File: config.mk
export PLATFORM = sky130hd
export DESIGN_NAME = irq_aggregator
export DESIGN_NICKNAME = d
export VERILOG_FILES = /design/src/rtl/irq_agg_pkg.sv /design/src/rtl/irq_agg_edge_latch.sv /design/src/rtl/irq_agg_mask_reg.sv /design/src/rtl/irq_agg_out.sv /design/src/rtl/irq_aggregator.sv
export SDC_FILE = /design/constraint.sdc
export NUM_CORES = 1
export LEC_CHECK = 0
export BUFFER_PORTS_ARGS = -buffer_cell sky130_fd_sc_hd__buf_2
export CELL_PAD_IN_SITES_DETAIL_PLACEMENT = 1
export CELL_PAD_IN_SITES_GLOBAL_PLACEMENT = 1
export CORE_ASPECT_RATIO = 0.75
export CORE_MARGIN = 2
export CORE_UTILIZATION = 32
export CTS_BUF_LIST = sky130_fd_sc_hd__clkbuf_16
export DETAILED_ROUTE_END_ITERATION = 7
export GPL_TIMING_DRIVEN = 0
export PLACE_DENSITY_LB_ADDON = 0.1
export SYNTH_ARGS = -nofsm -noshare
export SYNTH_HDL_FRONTEND = slang
export SYNTH_SLANG_ARGS = --single-unit
File: constraint.sdc
create_clock -name clk -period 1.1 [get_ports clk]
set_input_delay 0.165 -clock clk [delete_from_list [all_inputs] [get_ports clk]]
set_output_delay 0.165 -clock clk [all_outputs]
set_load 0.02 [all_outputs]
File: src/rtl/irq_agg_pkg.sv
package irq_agg_pkg;
    localparam int unsigned IA_NUM_BANKS  = 4;
    localparam int unsigned IA_NUM_PERIPH = 6;
    localparam int unsigned IA_DATA_W     = 16;
    localparam int unsigned IA_ADDR_W     = 2;
    localparam int unsigned IA_GLOBAL_BIT = 15;

    typedef enum logic [IA_ADDR_W-1:0] {
        IA_REG_STATUS = 2'd0,
        IA_REG_MASK   = 2'd1
    } ia_reg_e;
endpackage

File: src/rtl/irq_agg_edge_latch.sv
module irq_agg_edge_latch #(
    parameter int unsigned N = 6
) (
    input  logic         clk,
    input  logic         rst_n,
    input  logic [N-1:0] src,
    input  logic [N-1:0] clr,
    output logic [N-1:0] pend
);
    typedef struct packed {
        logic [N-1:0] prev;
        logic [N-1:0] pend;
    } latch_t;

    latch_t st_d, st_q;

    always_comb begin
        st_d = st_q;
        st_d.prev = src;
        for (int i = 0; i < N; i++) begin
            // a new edge takes priority over an acknowledge in the same cycle
            if (src[i] && !st_q.prev[i]) begin
                st_d.pend[i] = 1'b1;
            end else if (clr[i]) begin
                st_d.pend[i] = 1'b0;
            end
        end
    end

    always_ff @(posedge clk) begin
        if (!rst_n) begin
            st_q <= '0;
        end else begin
            st_q <= st_d;
        end
    end

    assign pend = st_q.pend;
endmodule

File: src/rtl/irq_agg_mask_reg.sv
module irq_agg_mask_reg #(
    parameter int unsigned N    = 6,
    parameter int unsigned DW   = 16,
    parameter int unsigned GBIT = 15
) (
    input  logic          clk,
    input  logic          rst_n,
    input  logic          wr_en,
    input  logic [DW-1:0] wdata,
    output logic [N-1:0]  periph_en,
    output logic          glob_en,
    output logic [DW-1:0] rd_val
);
    typedef struct packed {
        logic [N-1:0] en;
        logic         glob;
    } mask_t;

    mask_t st_d, st_q;
    logic  unused_wdata;

    assign unused_wdata = ^wdata;

    always_comb begin
        st_d = st_q;
        if (wr_en) begin
            st_d.en   = wdata[N-1:0];
            st_d.glob = wdata[GBIT];
        end
    end

    always_ff @(posedge clk) begin
        if (!rst_n) begin
            st_q <= '0;
        end else begin
            st_q <= st_d;
        end
    end

    for (genvar b = 0; b < DW; b++) begin : g_rd
        if (b < N) begin : g_en
            assign rd_val[b] = st_q.en[b];
        end else if (b == GBIT) begin : g_glob
            assign rd_val[b] = st_q.glob;
        end else begin : g_zero
            assign rd_val[b] = 1'b0;
        end
    end

    assign periph_en = st_q.en;
    assign glob_en   = st_q.glob;
endmodule

File: src/rtl/irq_agg_out.sv
module irq_agg_out #(
    parameter int unsigned NB = 4,
    parameter int unsigned NP = 6
) (
    input  logic          clk,
    input  logic          rst_n,
    input  logic [NB-1:0] bank,
    input  logic [NP-1:0] pend,
    input  logic [NP-1:0] periph_en,
    input  logic          glob_en,
    input  logic          status_rd,
    output logic          irq
);
    typedef struct packed {
        logic irq;
    } out_t;

    out_t st_d, st_q;
    logic any_work;

    always_comb begin
        any_work = (|bank) || (|(pend & periph_en));
        st_d = st_q;
        // a status read forces a low cycle so remaining work re-edges the line
        st_d.irq = glob_en && any_work && !status_rd;
    end

    always_ff @(posedge clk) begin
        if (!rst_n) begin
            st_q <= '0;
        end else begin
            st_q <= st_d;
        end
    end

    assign irq = st_q.irq;
endmodule

File: src/rtl/irq_aggregator.sv
module irq_aggregator
    import irq_agg_pkg::*;
#(
    parameter int unsigned NUM_BANKS  = IA_NUM_BANKS,
    parameter int unsigned NUM_PERIPH = IA_NUM_PERIPH,
    parameter int unsigned DATA_W     = IA_DATA_W,
    parameter int unsigned ADDR_W     = IA_ADDR_W,
    parameter int unsigned GLOBAL_BIT = IA_GLOBAL_BIT
) (
    input  logic                  clk,
    input  logic                  rst_n,
    input  logic [NUM_BANKS-1:0]  bank_irq,
    input  logic [NUM_PERIPH-1:0] periph_src,
    input  logic                  reg_rd,
    input  logic                  reg_wr,
    input  logic [ADDR_W-1:0]     reg_addr,
    input  logic [DATA_W-1:0]     reg_wdata,
    output logic [DATA_W-1:0]     reg_rdata,
    output logic                  host_irq
);
    localparam int unsigned STAT_W = NUM_BANKS + NUM_PERIPH;

    typedef struct packed {
        logic [DATA_W-1:0] rdata;
    } rd_t;

    rd_t st_d, st_q;

    logic                  sel_status, sel_mask;
    logic                  status_rd_w, mask_wr_w;
    logic [NUM_PERIPH-1:0] clr_w, pend_w, en_w;
    logic                  glob_en_w;
    logic [DATA_W-1:0]     mask_val_w, status_word;

    always_comb begin
        sel_status  = (reg_addr == ADDR_W'(IA_REG_STATUS));
        sel_mask    = (reg_addr == ADDR_W'(IA_REG_MASK));
        status_rd_w = reg_rd && sel_status;
        mask_wr_w   = reg_wr && sel_mask;
        clr_w       = (reg_wr && sel_status) ? reg_wdata[STAT_W-1:NUM_BANKS] : '0;
        status_word = '0;
        status_word[STAT_W-1:0] = {pend_w, bank_irq};
    end

    always_comb begin
        st_d = st_q;
        if (reg_rd) begin
            if (sel_status) begin
                st_d.rdata = status_word;
            end else if (sel_mask) begin
                st_d.rdata = mask_val_w;
            end else begin
                st_d.rdata = '0;
            end
        end
    end

    always_ff @(posedge clk) begin
        if (!rst_n) begin
            st_q <= '0;
        end else begin
            st_q <= st_d;
        end
    end

    assign reg_rdata = st_q.rdata;

    irq_agg_edge_latch #(.N(NUM_PERIPH)) u_latch (
        .clk  (clk),
        .rst_n(rst_n),
        .src  (periph_src),
        .clr  (clr_w),
        .pend (pend_w)
    );

    irq_agg_mask_reg #(.N(NUM_PERIPH), .DW(DATA_W), .GBIT(GLOBAL_BIT)) u_mask (
        .clk      (clk),
        .rst_n    (rst_n),
        .wr_en    (mask_wr_w),
        .wdata    (reg_wdata),
        .periph_en(en_w),
        .glob_en  (glob_en_w),
        .rd_val   (mask_val_w)
    );

    irq_agg_out #(.NB(NUM_BANKS), .NP(NUM_PERIPH)) u_out (
        .clk      (clk),
        .rst_n    (rst_n),
        .bank     (bank_irq),
        .pend     (pend_w),
        .periph_en(en_w),
        .glob_en  (glob_en_w),
        .status_rd(status_rd_w),
        .irq      (host_irq)
    );
endmodule

### After elaboration in Yosys (flattened, before gate mapping)

Cells that the tools add are included.

* word-level logic and storage cells: 56
* bits of input ports: 32
* output and inout bits: 17
* register bits after elaboration: 36

* eq/ne operators: 1
* bitwise logic cells: 1
* muxes and demuxes: 15
* reduce and logical (&&, ||, !) cells: 28

Operators by type and width (number)
* 16-bit 2-to-1 mux: 2
* 1-bit 2-to-1 mux: 12
* 2-bit nonzero test: 6
* 1-bit logical AND: 11
* 1-bit zero test: 7
* 6-bit AND: 1
* 6-bit 2-to-1 mux: 1
* 6-bit OR reduction: 1
* 4-bit OR reduction: 1
* 2-bit by 1-bit == test with 1-bit output (second input constant): 1
* 2-bit zero test: 1
* 1-bit logical OR: 1

### Depth between registers and ports, before layout

Gate-level depths: netlist (run 1).

* depth in word-level cells: 5
* gate-level depth with buffers: 5

### Hierarchy

Synthesis (run 1) repeated with hierarchy kept, for this count alone.

* cell total of the unflattened synthesis: 148
* area, all modules: 1600.3 µm²

Modules (own cells, without submodules)
* irq_aggregator: instances 1, area an instance 686.9 µm², sequential area each 320.3 µm², cells an instance 59
* irq_agg_edge_latch: instances 1, area an instance 454.2 µm², sequential area each 240.2 µm², cells an instance 43
* irq_agg_mask_reg: instances 1, area an instance 389.1 µm², sequential area each 140.1 µm², cells an instance 39
* irq_agg_out: instances 1, area an instance 70.1 µm², sequential area each 20.0 µm², cells an instance 7

### Worst setup path after synthesis (run 1)

Ideal clock, no wire load.

* kind: input-to-reg
* start: in bank_irq[3]
* end: reg u_out.st_q, in the netlist u_out.irq
* stages on the path: 3
* setup slack: 32 ps
* setup time: 132 ps
* data arrival time: 936 ps
* cell sequence: or4_4 a221oi_2 a221oi_2

* word-level cells in the longest chain between the ends: 4

Ends and longest elaborated chain
* start: declaration: line irq_aggregator.sv:12 `input logic [NUM_BANKS-1:0] bank_irq,`
* 4-bit OR reduction: line irq_agg_out.sv:22 `any_work = (|bank) || (|(pend & periph_en));`
* 1-bit logical OR: line irq_agg_out.sv:22
* 1-bit logical AND (2 in series): line irq_agg_out.sv:25 `st_d.irq = glob_en && any_work && !status_rd;`
* end signal: assignment: line irq_agg_out.sv:32 `st_q <= st_d;`
* end: declaration: line irq_agg_out.sv:18 `out_t st_d, st_q;`

Every way passes these cells.
A chain may end at the register's enable or synchronous reset.

### Worst setup path in the final report (run 1)

* start: reg u_latch.st_q, in the netlist u_latch.pend[4]
* end: reg u_out.st_q, in the netlist u_out.irq

* word-level cells in the longest chain between the ends: 5

Ends and longest elaborated chain
* start: declaration: line irq_agg_edge_latch.sv:15 `latch_t st_d, st_q;`
* start signal: assignment: line irq_agg_edge_latch.sv:34 `st_q <= st_d;`
* 6-bit AND: line irq_agg_out.sv:22
* 6-bit OR reduction: line irq_agg_out.sv:22
* 1-bit logical OR: line irq_agg_out.sv:22
* 1-bit logical AND (2 in series): line irq_agg_out.sv:25

Every way passes these cells.

==> results of run 1 <==
critical path, stage by stage, from the launching register on:
cell	delay (ns)
dfxtp_1	0.31
a22o_1	0.24
a221oi_2	0.22
a221oi_2	0.10
how the worst max path moves through the flow:
stage | slack [ns] | startpoint | cells after the start | end
6_report | 0.10 | u_latch.pend[4] | 3 | u_out.irq
5_1_grt | 0.04 | u_latch.pend[4] | 3 | u_out.irq
3_3_place_gp | -0.15 | bank_irq[3] | 4 | u_out.irq
3_5_place_dp | -0.17 | bank_irq[3] | 4 | u_out.irq
4_1_cts | 0.05 | u_latch.pend[4] | 3 | u_out.irq
2_1_floorplan | 0.03 | bank_irq[3] | 3 | u_out.irq
kinds of logic (layout without fill, tap and decap cells):
logic type             count (synthesis)  in the layout  synth area share
and+or+nand+nor                       41             41             0.200
DFF                                   31             31             0.469
AOI/OAI and AO/OA                     27             27             0.159
buffers and inverters                 18             60            0.0709
muxes                                 13             13            0.0984
other                                  1              5           0.00284
synth_stat cells (2+ instances only):
cell	n	area (um^2)
o22ai_1	6	37.5
clkbuf_1	3	11.3
dfxtp_1	31	621
inv_1	6	22.5
a21boi_1	9	67.6
nand3_1	2	10.0
buf_2	3	15.0
mux2i_1	13	130
nor2b_1	17	106
a221oi_2	2	30.0
o21a_1	6	45.0
buf_4	6	45.0
a31oi_1	2	12.5
and2_1	12	75.1
nand2b_1	4	25.0
power by group through the flow:
stage	Combinational [W]	Sequential [W]	Clock [W]
6_report	0.000271	0.00121	0.00123
5_1_grt	0.000302	0.00121	0.00131
4_1_cts	0.000275	0.00121	0.00126
3_5_place_dp	0.000273	0.00123	0
3_3_place_gp	0.000264	0.00123	0
2_1_floorplan	0.000168	0.00123	0
state kept, by name, indices dropped and copies added, names as in the netlist:
name	flops
u_latch.pend	6
reg_rdata	11
u_mask.glob_en	1
u_mask.periph_en	6
u_latch.st_q	6
u_out.irq	1
cell type report:
type / instances / area, um^2
fillers: 472 / 2280
multi-input cells: 86 / 629
flip-flops and latches: 31 / 621
repair buffers: 36 / 180
clock buffers: 5 / 125
plain buffers: 12 / 71.3
well taps: 55 / 68.8
inverters: 6 / 22.5
clock inverters: 1 / 3.75
per-layer routing:
metal,track usage,vias up,share of wire,wire (um)
met5,0,-,0,0
met4,0.0526,0,0.013,42
met3,0.0453,6,0.053,170
met2,0.261,31,0.47,1510
met1,0.187,494,0.47,1510
li1,-,531,-,-
metrics by stage:
stage	utilization	instance area (um^2)	setup TNS [ns]	hold slack, ns	cells
2_1_floorplan	-	1340	0	0.287	135
6_report	0.430	1720	0	0.111	232
3_3_place_gp	0.396	1590	-1.02	0.378	226
4_1_cts	0.428	1720	0	0.108	232
3_5_place_dp	0.396	1590	-1.05	0.385	226
5_1_grt	0.430	1720	0	0.120	232
==> metrics, run 1 <==
final WL 3230 um; Async SR Flop Fraction 0; layout cells sized above 1 0.311; CTS Buffer Depth 2; critical path data arrival time ~1.1 ns; top_reg_cell synth dfxtp_1; CTS tree done; DRC Markers 0; row cnt 20; wire per inst ~14 um; crit share post-route 0.905; Die Wd approximately 78 um; n_diodes 0; Post-DP HPWL around 2500 um; Pint ~0.0021 W; clock skew around 0.0056 ns; Hold EP u_latch.st_q[7]; max cap viols 0; final worst setup slack ~0.10 ns; Max IR drop VDD ~0.00076 V; drt first-iter violations 19; root buf cell clkbuf_16; R2R depth 3; worst min-delay path class in2reg; H-tree Lvls 2; Port Buffers 36; Overall Global Routing Usage 0.153; number of cells produced by synthesis around 130; post-CTS setup buffer count 0; Net count, final 210; hold buffer count at cts 0; hold path cells 2; clock share of power 0.453; IO Pins between 40 and 50; Inserted Clock Buffers 5; core area between 4000 and 5000 um^2; Cell Area, Synth about 1300 um^2; Finish-stage setup viols 0; RR Endpoint u_out.irq; Yosys warning count 0; vias post-DR 1062; CP startpoint kind register; post-route ant nets 0; switching share of power 0.221; combinational share of power 0.100; R2R Setup Slk between 0.1 and 0.15 ns; chip height between 50 and 60 um; Avg Synthesized Cell Area between 10 and 15 um^2; pin count of the biggest net entering global routing 11; fmax 1.00 GHz; crit path kind reg2reg; Sink Count 31; final worst path period need 0.996 ns; RSZ-0062 raised after global routing no; starting density of the core 0.330; crit path capture type register; Initial DRT Pass Iterations 4; CP Max Fanout 3; commonest non-fill, non-tap cell in the layout buf_2; EDFF count, synth 0; vias in the first global route 1067; Pleak slightly below 0.8 nW; gpl congestion 0.742; Clock Latency Late Sink between 0.2 and 0.3 ns; Final Max Tran Viols 0; Die ar. around 4700 um^2; CP required roughly 1.2 ns; Final Hold Vio Count 0; Vias/cell approximately 4.6; initial antenna violation count 0; grt total ovfl 0; commonest cells after routing, fill and taps aside buf_2, dfxtp_1, nor2b_1, mux2i_1, and2_1; synthesis-stage register bit count 31; Sw Pwr 0.000597 W; pre-CTS setup slack -0.165 ns; Sequential Power Share 0.446; CTS-repair resized insts 0; first-pass GRT wire length 5250 um; status finished, final reports clean; hold_sp periph_src[1]; Cell Pwr Density 1570 nW/um^2; reg-to-reg startpoint u_latch.pend[4]; sequential fraction of the synthesis area 0.469; total power 0.00270 W; Yosys cell types 24; Reg clk slew, reported paths about 0.050 ns; Area Overhead vs Synth 30.2%
Note: power is estimated with default switching activity, not from simulation.
==> run 2, diff against run 1 <==
--- a/config.mk
+++ b/config.mk
@@ -5,14 +5,14 @@
 export SDC_FILE = /design/constraint.sdc
 export NUM_CORES = 1
 export LEC_CHECK = 0
-export BUFFER_PORTS_ARGS = -buffer_cell sky130_fd_sc_hd__buf_2
 export CELL_PAD_IN_SITES_DETAIL_PLACEMENT = 1
 export CELL_PAD_IN_SITES_GLOBAL_PLACEMENT = 1
 export CORE_ASPECT_RATIO = 0.75
 export CORE_MARGIN = 2
-export CORE_UTILIZATION = 32
+export CORE_UTILIZATION = 40
 export CTS_BUF_LIST = sky130_fd_sc_hd__clkbuf_16
 export DETAILED_ROUTE_END_ITERATION = 7
+export DONT_BUFFER_PORTS = 1
 export GPL_TIMING_DRIVEN = 0
 export PLACE_DENSITY_LB_ADDON = 0.1
 export SYNTH_ARGS = -nofsm -noshare
==> constraint.sdc (replaced) <==
create_clock -name clk -period 1.1 [get_ports clk]
set_input_delay 0.22 -clock clk [delete_from_list [all_inputs] [get_ports clk]]
set_output_delay 0.22 -clock clk [all_outputs]
set_load 0.02 [all_outputs]
==> run 2 against run 1 <==
Net effect:
- clock skew is 0.0023 ns lower
- power fell by 0.64%
- sequential power about the same
- utilization is 4.7 points higher
- register-to-register slack is essentially flat
- cell area shrank 11%
- first-iteration DRC count is 100% higher
==> metrics, run 2 (synthesis results as in run 1) <==
chip height 53.8 um (-9.9%); Port Buffers 0 (-100%); hold path cells 1 (-1); layout cells sized above 1 0.133 (-0.178); worst min-delay path class in2reg; gpl congestion 0.736 (-0.85%); RSZ-0062 raised after global routing no; grt total ovfl 0 (unchanged); Setup TNS 0 ns (unchanged); reg-to-reg startpoint u_latch.pend[4]; vias post-DR 941 (-11%); Vias/cell 5.14 (+12%); Net count, final 174 (-17%); crit path kind reg2reg; final worst path period need 1.00 ns (+0.00638 ns); Area Overhead vs Synth 16.2%; pin count of the biggest net entering global routing 11 (unchanged); CP startpoint kind register; Max IR drop VDD 0.000870 V (+15%); fmax 0.998 GHz (-0.64%); DP Area 1390 um^2 (-13%); CP Max Fanout 3 (unchanged); final instance area 1540 um^2 (-11%); clock skew 0.00330 ns (-0.00226 ns); post-CTS setup buffer count 0 (unchanged); DRC Markers 0 (unchanged); Crit. path cell count 3 (unchanged); Die Wd 70.4 um (-10%); crit share post-route 0.911 (+0.00580); Worst path max stage delay 0.32 ns (about the same); WP buf/inv 0 (unchanged); hold buffer count at cts 0 (unchanged); final worst setup slack 0.0979 ns (-0.00638 ns); total power 0.00269 W (-0.64%); starting density of the core 0.411 (+0.0803); Reg clk slew, reported paths 0.05 ns (about the same); core area 3220 um^2 (-20%); CP required 1.24 ns (about the same); first-pass GRT wire length 4880 um (-7.1%); final WL 3060 um (-5.4%); Overall Global Routing Usage 0.180 (+0.0275); row cnt 18 (-10%); R2R depth 3 (unchanged); Initial DRT Pass Iterations 4 (unchanged); post-route ant nets 0 (unchanged); max cap viols 0 (unchanged); Crit path max-delay family compound AO/OA/AOI/OAI gates; H-tree Lvls 2 (unchanged); placed cell count 175 (-23%); Largest register FFs 11 (unchanged); Worst setup startpoint u_latch.pend[4]; Pleak 0.640 nW (-19%); pre-CTS setup slack -0.235 ns (-0.0697 ns); initial antenna violation count 0 (unchanged); drt first-iter violations 38 (+19); n_diodes 0 (unchanged); CTS-repair resized insts 0 (unchanged); crit path capture type register; cell mode on critical path a221oi_2; status finished, final reports clean; wire per inst 16.7 um (+20%); vias in the first global route 941 (-12%); Finish-stage setup viols 0 (unchanged); hold_sp periph_src[5]; Hold EP u_latch.st_q[11]; worst-path cell chain a22o_1 > a221oi_2 > a221oi_2; Layout Cells excl Fill 183 (-21%); CTS Buffer Depth 2 (unchanged); Post-DP HPWL 2260 um (-11%); commonest cells after routing, fill and taps aside dfxtp_1, nor2b_1, mux2i_1, and2_1, a21boi_1; Clock Latency Late Sink 0.27 ns (about the same); Inserted Clock Buffers 5 (unchanged); root buf cell clkbuf_16; Final Max Tran Viols 0 (unchanged); Sink Count 31 (unchanged); RR Endpoint u_out.irq; commonest non-fill, non-tap cell in the layout dfxtp_1; IO Pins 49 (unchanged); Cell Pwr Density 1750 nW/um^2 (+11%); Final Hold Vio Count 0 (unchanged); Die ar. 3790 um^2 (-19%); CP max stage cell dfxtp_1; critical path data arrival time 1.14 ns (about the same); CTS tree done; R2R Setup Slk 0.1 ns (about the same)
==> run 2: cell count changes in the layout (fill, tap and decap cells not counted) <==
cell,before,now
clkinv_1,0,2
nor3b_2,1,0
nor3b_4,0,1
buf_2,39,3
==> run 2: metal layers <==
metal | up-vias | global-route usage | wire [um]
met5 | - | 0 | 0
met1 | 445 | 0.211 | 1380
met4 | 0 | 0.0962 | 65
met2 | 31 | 0.286 | 1340
li1 | 458 | - | -
met3 | 7 | 0.0768 | 274
==> run 2: power by group <==
group	internal [W]	switching [W]	leakage, nW
sequential	0.00117	0.0000473	0.254
combinational	0.000101	0.0000991	0.315
clock	0.000811	0.000456	0.0701
total	0.00208	0.000602	0.640
==> run 2: worst max-delay path by stage <==
stage / end
after floorplan: u_out.irq
after global placement: u_latch.pend[1]
after detailed placement: u_latch.pend[3]
after CTS: u_out.irq
after global routing: u_out.irq
final: u_out.irq
==> run 2: through the flow <==
stage / hold slack (ns) / utilization
after CTS: 0.0583 / 0.473
after global placement: 0.344 / 0.431
after global routing: 0.0614 / 0.477
after floorplan: 0.342 / -
final: 0.0640 / 0.477
after detailed placement: 0.346 / 0.431
==> run 2: final cells by class <==
class | count | area (um^2)
inverter | 6 | 22.5
sequential | 31 | 621
clock buffer | 5 | 125
multi-input combinational | 86 | 636
tap | 40 | 50.0
buffer | 12 | 71.3
clock inverter | 3 | 11.3
fill | 382 | 1680
==> run 3, diff against run 2 <==
--- a/config.mk
+++ b/config.mk
@@ -13,8 +13,7 @@
 export CTS_BUF_LIST = sky130_fd_sc_hd__clkbuf_16
 export DETAILED_ROUTE_END_ITERATION = 7
 export DONT_BUFFER_PORTS = 1
-export GPL_TIMING_DRIVEN = 0
-export PLACE_DENSITY_LB_ADDON = 0.1
+export PLACE_DENSITY_LB_ADDON = 0.2
 export SYNTH_ARGS = -nofsm -noshare
 export SYNTH_HDL_FRONTEND = slang
 export SYNTH_SLANG_ARGS = --single-unit
==> run 3 against run 2 <==
Net effect:
- hold slack lost 0.039 ns
- die area is the same
- sequential cell count did not move
- sequential share of layout area up 0.13 points
- register-to-register slack gained 0.03 ns
- utilization fell by 0.16 points
- first-iteration DRC count fell by 61%
- cell count down 1.6%
- clock-buffer cell count unchanged
- critical path depth shrank 2
- wire length decreased by 5.7%
- critical path type is now reg2out
- critical endpoint is now reg_rdata[4]
- largest power group unchanged
==> metrics, run 3 (synthesis results as in run 1) <==
Finish-stage setup viols 0 (unchanged); Area Overhead vs Synth 15.8%; commonest cells after routing, fill and taps aside dfxtp_1, nor2b_1, mux2i_1, and2_1; DRC Markers 0 (unchanged); IO Pins 49 (unchanged); Sink Count 31 (unchanged); Inserted Clock Buffers 5 (unchanged); clock skew 0.00186 ns (-0.00144 ns); chip height 53.8 um (unchanged); grt total ovfl 0 (unchanged); Post-DP HPWL 2130 um (-5.9%); critical path data arrival time 0.76 ns (-0.38 ns); CP Max Fanout 2 (-1); gpl congestion 0.740 (+0.65%); Pleak 0.639 nW (-0.16%); core area 3220 um^2 (unchanged); Die ar. 3790 um^2 (unchanged); Vias/cell 5.09 (-0.93%); CTS-repair resized insts 0 (unchanged); Reg clk slew, reported paths 0.05 ns (about the same); final instance area 1530 um^2 (-0.33%); wire per inst 16.0 um (-4.1%); H-tree Lvls 2 (unchanged); worst-path cell chain buf_4; Largest register FFs 11 (unchanged); RSZ-0062 raised after global routing no; Hold Slack 0.0254 ns (-0.0386 ns); final WL 2890 um (-5.7%); layout cells sized above 1 0.150 (+0.0171); CTS tree done; drt first-iter violations 15 (-61%); Worst path max stage delay 0.34 ns (+0.02 ns); fmax 1.02 GHz (+1.9%); vias post-DR 917 (-2.6%); post-route ant nets 0 (unchanged); commonest non-fill, non-tap cell in the layout dfxtp_1; Clock Latency Late Sink 0.27 ns (about the same); max cap viols 0 (unchanged); crit share post-route 0.894 (-0.0171); Net count, final 171 (-1.7%); Final Hold Vio Count 0 (unchanged); Layout Cells excl Fill 180 (-1.6%); starting density of the core 0.411 (unchanged); CP required 0.88 ns (-0.36 ns); final worst path period need 0.983 ns (-0.0188 ns); Crit path max-delay family flip-flops; Initial DRT Pass Iterations 3 (-1); Port Buffers 0 (unchanged); hold buffer count at cts 0 (unchanged); vias in the first global route 943 (+0.21%); Cell Pwr Density 1750 nW/um^2 (about the same); CTS Buffer Depth 2 (unchanged); worst min-delay path class in2reg; CP max stage cell dfxtp_1; Max IR drop VDD 0.000904 V (+3.9%); n_diodes 0 (unchanged); pin count of the biggest net entering global routing 32 (+21); crit path kind reg2out; status finished, final reports clean; Filler cells 354 (-7.3%); row cnt 18 (unchanged); DP Area 1380 um^2 (-0.27%); Final Max Tran Viols 0 (unchanged); post-CTS setup buffer count 0 (unchanged); placed cell count 172 (-1.7%); CP startpoint kind register; Die Wd 70.4 um (unchanged); initial antenna violation count 0 (unchanged); crit path capture type primary output; Overall Global Routing Usage 0.175 (-0.00555); WP buf/inv 1 (+1); Setup TNS 0 ns (unchanged); first-pass GRT wire length 4710 um (-3.5%); root buf cell clkbuf_16
## run 3: cell types whose count changed in the layout (fill, tap and decap cells not counted)
cell	delta
buf_2	-3
buf_4	+3
clkbuf_1	-3
clkinv_1	-2
clkinv_2	+1
clkinvlp_4	+1
nor3b_2	+1
nor3b_4	-1
## run 3: cell type report
type                    count  area [um^2]  area share
well taps                  40         50.0      0.0327
flip-flops and latches     31          621       0.405
clock inverters             3         16.3      0.0106
multi-input cells          86          629       0.411
inverters                   6         22.5      0.0147
clock buffers               5          125      0.0817
repair buffers              9         67.6      0.0441
## run 3: through the flow
step	utilization	total power, W	worst slack, ns
after floorplan	-	0.00139	-0.0226
after global placement	0.430	0.00139	-0.0638
after detailed placement	0.430	0.00140	-0.0801
after CTS	0.474	0.00272	0.0375
after global routing	0.476	0.00280	0.0445
final	0.476	0.00268	0.117
## run 3: metal layers
layer / vias up / track usage / share of wire
li1: 452 / - / -
met1: 430 / 0.206 / 0.47
met2: 30 / 0.266 / 0.44
met3: 5 / 0.0805 / 0.074
met4: 0 / 0.103 / 0.016
met5: - / 0 / 0
## run 3: worst paths after layout
check	start	slack, ns	to	depth (start not counted)
max	reg_rdata[4]	0.12	reg_rdata[4]	1
min	reg_rd	0.03	u_out.irq	1
max reg2reg	u_latch.pend[4]	0.13	u_out.irq	3
min reg2reg	u_mask.glob_en	0.47	u_out.irq	2
## run 3: where the power goes
group,total (W),switching (W),internal [W]
clock network,0.00130,0.000475,0.000823
logic,0.000169,0.0000747,0.0000942
registers,0.00121,0.0000393,0.00117
